**src/rtl/spi3_slave_os.sv**
```systemverilog
module spi3_slave_os #(
  parameter int FRAME_BITS = 40,
  parameter int FILT_LEN   = 3
) (
  input  logic                  clk,
  input  logic                  rst_n,
  input  logic                  cs_n_pin,
  input  logic                  sck_pin,
  input  logic                  sdi_pin,
  input  logic                  en_n_pin,
  input  logic [FRAME_BITS-1:0] tx_word,
  output logic                  sdo,
  output logic                  sdo_oe,
  output logic [FRAME_BITS-1:0] rx_word,
  output logic                  rx_valid,
  output logic                  frame_error,
  output logic                  en_n_clean
);
  localparam int CW  = $clog2(FRAME_BITS + 2);
  localparam int NCH = 4;
  localparam logic [CW-1:0] FULL = CW'(FRAME_BITS);

  logic [NCH-1:0] sync1, sync2, flt, flt_d;
  logic [NCH-1:0][FILT_LEN-1:0] hist;
  logic [FRAME_BITS-1:0] rx_sh, tx_sh;
  logic [CW-1:0] cnt;

  wire [NCH-1:0] pins = {en_n_pin, sdi_pin, sck_pin, cs_n_pin};

  always_ff @(posedge clk or negedge rst_n) begin
    if (!rst_n) begin
      sync1 <= '1;
      sync2 <= '1;
      hist  <= '1;
      flt   <= '1;
      flt_d <= '1;
    end else begin
      sync1 <= pins;
      sync2 <= sync1;
      flt_d <= flt;
      for (int i = 0; i < NCH; i++) begin
        hist[i] <= {hist[i][FILT_LEN-2:0], sync2[i]};
        if (&hist[i])       flt[i] <= 1'b1;
        else if (~|hist[i]) flt[i] <= 1'b0;
      end
    end
  end

  wire cs_hi    = flt[0];
  wire cs_fall  = flt_d[0] & ~flt[0];
  wire cs_rise  = ~flt_d[0] & flt[0];
  wire sck_rise = ~flt_d[1] & flt[1];
  wire sck_fall = flt_d[1] & ~flt[1];

  always_ff @(posedge clk or negedge rst_n) begin
    if (!rst_n) begin
      rx_sh       <= '0;
      tx_sh       <= '0;
      cnt         <= '0;
      rx_word     <= '0;
      rx_valid    <= 1'b0;
      frame_error <= 1'b0;
    end else begin
      rx_valid <= 1'b0;
      if (cs_fall) begin
        tx_sh <= tx_word;
        cnt   <= '0;
      end else if (!cs_hi) begin
        if (sck_rise) begin
          rx_sh <= {rx_sh[FRAME_BITS-2:0], flt[2]};
          if (cnt != '1) cnt <= cnt + 1'b1;
        end
        if (sck_fall && cnt != '0)
          tx_sh <= {tx_sh[FRAME_BITS-2:0], 1'b0};
      end
      if (cs_rise) begin
        if (cnt == FULL) begin
          rx_word     <= rx_sh;
          rx_valid    <= 1'b1;
          frame_error <= 1'b0;
        end else begin
          frame_error <= 1'b1;
        end
      end
    end
  end

  assign sdo        = cs_hi ? 1'b0 : tx_sh[FRAME_BITS-1];
  assign sdo_oe     = ~cs_hi;
  assign en_n_clean = flt[3];
endmodule

```
**config.mk**
```make
export PLATFORM = sky130hd
export DESIGN_NAME = spi3_slave_os
export DESIGN_NICKNAME = d
export VERILOG_FILES = /design/src/rtl/spi3_slave_os.sv
export SDC_FILE = /design/constraint.sdc
export NUM_CORES = 1
export LEC_CHECK = 0
export BUFFER_PORTS_ARGS = -buffer_cell sky130_fd_sc_hd__buf_2
export CORE_ASPECT_RATIO = 1.4
export CORE_UTILIZATION = 55
export DETAILED_ROUTE_END_ITERATION = 10
export HOLD_SLACK_MARGIN = 0.02
export PLACE_DENSITY_LB_ADDON = 0.2
export SLEW_MARGIN = 10
export SYNTH_ARGS = -nofsm -noshare
export SYNTH_HDL_FRONTEND = slang
export SYNTH_SLANG_ARGS = --single-unit
```
**constraint.sdc**
```tcl
create_clock -name clk -period 2.3 [get_ports clk]
set_input_delay 0 -clock clk [delete_from_list [all_inputs] [get_ports clk]]
set_output_delay 0 -clock clk [all_outputs]
set_load 0.005 [all_outputs]
```
=== Yosys cells after proc, flatten, opt, wreduce, memory -nomap -nowiden ===
Cells that the tools add are included.

* Input port bits: 46
* Memory bits (writable): 0
* Memory bits (read-only): 0
* Register bits: 154
* Bits in latches: 0
* Memories kept: 0

* Divide/modulo/power cells: 0
* Shift-type cells: 0
* Multiply operators: 0
* Equality and inequality tests: 7
* Add/subtract/negate cells: 1
* Bitwise gates (word level): 9
* Reduce and logical (&&, ||, !) cells: 17
* Multiplexer cells: 19
* Magnitude comparators: 0

{| class="wikitable"
|+ Operators by type and width
! kind !! count
|-
| 40-bit two-way mux || 3
|-
| 6-bit two-way mux || 4
|-
| 3-bit AND reduction || 6
|-
| 1-bit two-way mux || 12
|-
| 3-bit OR reduction || 4
|-
| 2-bit inequality test, second input constant || 4
|-
| 6-bit by 1-bit adder with 6-bit output, second input constant || 1
|-
| 6-bit == test, second input constant || 1
|-
| 6-bit inequality test, second input constant || 1
|-
| 2-bit nonzero test || 3
|-
| 6-bit nonzero test || 1
|-
| 1-bit inverter || 5
|-
| 1-bit bitwise AND || 4
|-
| 2-bit AND reduction || 2
|-
| 2-bit by 1-bit inequality test with 1-bit output, second input constant || 1
|-
| 1-bit logical AND || 1
|}

=== Longest topological paths before layout ===
* Word-level depth: 6
* Depth in mapped cells: 8
* Gate-level depth less buffers: 6

=== Worst setup path before layout ===
No wires, ideal clock.

* Path type: reg-to-reg
* Start: reg cnt[0]
* End: reg tx_sh[27]
* Arrival time: 1,783 ps
* Period minus slack after synthesis: 1,909 ps
* Library setup time: 126 ps
* Setup slack: 391 ps
* Required time: 2,174 ps
* Cell stages (with the launch flop): 9
* Cell sequence: dfrtp_1 -> inv_1 -> ha_1 -> nor3b_2 -> a211o_1 -> a21o_1 -> buf_6 -> buf_6 -> a221o_1

* Word-level cells in the longest chain between the ends: 4

{| class="wikitable"
|+ RTL lines
! what !! line !! text
|-
| from (decl) || 26 || <nowiki>logic [CW-1:0] cnt;</nowiki>
|-
| from (signal assigned) || 71 || <nowiki>if (cnt != '1) cnt <= cnt + 1'b1;</nowiki>
|-
| 6-bit nonzero test || 73 || <nowiki>if (sck_fall && cnt != '0)</nowiki>
|-
| 1-bit logical AND || 73 ||
|-
| 2-bit nonzero test (no source line) || n/a ||
|-
| 2-bit AND reduction (no source line) || n/a ||
|-
| to (signal assigned) || 66 || <nowiki>tx_sh <= tx_word;</nowiki>
|-
| to (signal assigned) || 74 || <nowiki>tx_sh <= {tx_sh[FRAME_BITS-2:0], 1'b0};</nowiki>
|-
| to (decl) || 25 || <nowiki>logic [FRAME_BITS-1:0] rx_sh, tx_sh;</nowiki>
|}

No other way between the ends.
A chain may end at the register's enable or synchronous reset.

=== Final worst setup path ===
Same ends and word-level chain as after synthesis.

==> flow_metrics.py <==
metrics = {
    "logic_synthesis": {
        "avgSynthCellArea_um2": 14.82,
        "synth_flop_cell": "dfrtp_1",
        "synthesis.area_mm2": 0.005956,
        "synth_seq_cells": 154,
        "ys_types": 37,
        "synth_nets": 450,
        "yosysSeqAreaShare": 0.6525,
        "async_flop_share": 1.000,
        "yosys_warnings": 0,
        "synth_edf_count": 0,
        "syn-instance-count": 402,
    },
    "layout": {
        "drive_gt1_frac": 0.4270,
        "nets": 590,
        "finish.utilization": 0.7246,
        "syn2layout_area_growth_pct": 27.27,
        "instances_no_fill": 693,
        "design_area_mm2": 0.007580,
        "antenna_cells": 0,
        "fill_cells": 680,
    },
    "floorplanning": {
        "io_pins": 91,
        "die_x_um": 89.95,
        "initial_core_util": 0.5694,
        "die-area_mm2": 0.01125,
        "num_rows": 44,
        "die_y_um": 125.1,
        "core_area_mm2": 0.01046,
    },
    "critical_path": {
        "r2r-start": "cnt[0]",
        "required_ns": 2.63,
        "worstPathArrival_ns": 2.46,
        "crit_type": "reg -> reg",
        "critical_path.startpoint": "cnt[0]",
        "cp-end-kind": "flop",
        "cp-start-kind": "flop",
        "cp_max_fo": 18,
    },
    "global_routing": {
        "grt_pass1_wl_um": 19480,
        "grt_max_degree": 59,
        "gr-total-overflow": 0,
        "first_global_vias": 3974,
        "antenna_found_initial": 0,
        "grt_use_total": 0.2217,
    },
    "clock_tree": {
        "clkSinkCount": 154,
        "clk_pin_slew_ns": 0.06,
        "numCtsBuffers": 17,
        "cts_tree": "built",
        "htreeDepth": 4,
        "ctsRootBufferMaster": "clkbuf_16",
        "ctsLongestPathBuffers": 2,
        "post_cts_buffers": 0,
        "clk_latency_ns": 0.41,
    },
    "placed_design": {
        "hpwl_um": 6506,
        "place.port_buffers": 90,
        "place_inst": 615,
        "dpl-instance-area_mm2": 0.006556,
        "gp_congestion": 0.7809,
    },
    "sta": {
        "setup-tns-final_ns": 0,
        "min_period_ns": 2.125,
        "setup_viol": 0,
        "holdWs_ns": 0.1212,
        "finalCritPeriodShare": 0.9241,
        "relSlewSlack": 0.4831,
        "fin_skew_ns": 0.01256,
        "fmax_mhz": 470.5,
        "worstMarginPinSlew_ns": 0.7728,
        "finalMaxSlewViolations": 0,
        "finalHoldViolCount": 0,
        "rsz0062_at_grt": "false",
    },
    "run": {
        "max_cap_viol_count": 0,
    },
    "detailed_routing": {
        "drc": 0,
        "ant_nets": 0,
        "wl_um": 11500,
        "drt_first_pass_iters": 4,
        "wire_per_inst_um": 16.59,
        "drtIter0Drc": 171,
        "vias": 3898,
        "avgViaCountPerCell": 5.625,
    },
    "power": {
        "ir_drop_uv": 551.1,
        "p_per_area_mw_per_mm2": 858.1,
        "p_leak_nw": 3.871,
    },
    "status": {
        "run_status": "complete, no violations",
    },
    "worst_hold_path": {
        "hold_path_class": "in -> async",
    },
}
routing by layer:
layer	routed length [um]	vias up	part of all wire	track usage
met1	4733	1989	0.41	0.2741
met3	455	20	0.040	0.06144
met2	6126	119	0.53	0.3765
li1	-	1770	-	-
met4	183	0	0.016	0.07685
met5	0	-	0	0
cell type report:
| class | count | area (um^2) | share of cell area |
|---|---|---|---|
| flip-flops and latches | 154 | 3886 | 0.5127 |
| multi-input cells | 214 | 1907 | 0.2516 |
| repair buffers | 145 | 1020 | 0.1345 |
| clock buffers | 26 | 521.8 | 0.06883 |
| well taps | 138 | 172.7 | 0.02278 |
| inverters | 10 | 37.54 | 0.004952 |
| clock inverters | 6 | 35.03 | 0.004622 |
synth_stat cells, types with 2 or more instances:
cell | n | area (um^2)
dfrtp_1 | 128 | 3203
mux2_2 | 78 | 878.3
a221o_1 | 36 | 360.4
and3_1 | 36 | 225.2
dfstp_2 | 26 | 683.2
nor2_1 | 12 | 45.04
inv_1 | 10 | 37.54
buf_2 | 9 | 45.04
clkbuf_1 | 8 | 30.03
o21ai_0 | 8 | 40.04
a21oi_1 | 7 | 35.03
buf_4 | 4 | 30.03
buf_6 | 4 | 45.04
mux2i_1 | 4 | 40.04
nand2_1 | 4 | 15.01
nand3_1 | 3 | 15.01
o211ai_1 | 3 | 22.52
ha_1 | 2 | 25.02
mux2_1 | 2 | 22.52
worst max-delay path: stages, from the launching register on:
cell	delay [ns]
dfrtp_1	0.34
inv_1	0.07
ha_1	0.19
nor3b_2	0.17
a211o_1	0.36
nor3_4	0.63
a221o_1	0.30
cell families after synthesis:
group,after synthesis,synth area share
xor+xnor,2,0.002942
buf+inv,35,0.03151
fa+ha+maj,2,0.004201
simple gates,64,0.06366
compound gates,61,0.08719
mux,84,0.1580
flops,154,0.6525
what timing repair did:
item,4_1_cts,5_1_grt
hold endpoints to repair,99,0
resized for setup,1,0
setup endpoints to repair,36,0
hold buffers,45,0
placed cells by master, fill, tap and decap left out, types with 2 or more instances in the layout:
cell,n
o211ai_1,3
dlygate4sd3_1,45
nor2_1,11
buf_4,7
ha_1,2
buf_2,89
mux2i_1,4
inv_1,10
clkbuf_16,19
clkinv_2,4
nor3_4,2
dfstp_2,26
dfrtp_1,128
nand3_1,3
clkbuf_1,5
mux2_2,78
o21ai_0,8
and3_1,36
nand2_1,4
buf_12,3
a21oi_1,7
mux2_1,2
a221o_1,36
clkbuf_8,2
per-stage QoR:
stage | total power (W) | worst slack, ns
detailed placement | 0.003900 | -0.1432
CTS | 0.006568 | 0.1884
floorplan | 0.003663 | 0.3910
global route | 0.006810 | 0.05946
finish | 0.006504 | 0.1746
global placement | 0.003860 | -0.03150
sequential cells by signal, summed over array words and instances (netlist names):
signal	cells
rx_sh	40
hist	12
rx_word	40
cnt	6
sync1	4
rx_valid	1
flt_d	2
frame_error	1
tx_sh	40
flt	4
sync2	4
worst paths after layout:
| check | to | slack [ns] | cells past startpoint |
|---|---|---|---|
| min in group clk | sync1[3] | 0.23 | 2 |
| max in group asynchronous | sync2[3] | 1.41 | 3 |
| max | tx_sh[27] | 0.17 | 6 |
| min | rx_word[34] | 0.12 | 2 |
| min reg2reg | hist[6] | 0.35 | 0 |
| max reg2reg | tx_sh[27] | 0.17 | 6 |
power breakdown:
part           internal (W)  switching, W  leakage [nW]
registers           0.00305      0.000218          1.99
logic              0.000380      0.000299          1.60
clock network       0.00156      0.000994         0.279
Note: power is estimated with default switching activity, not from simulation.
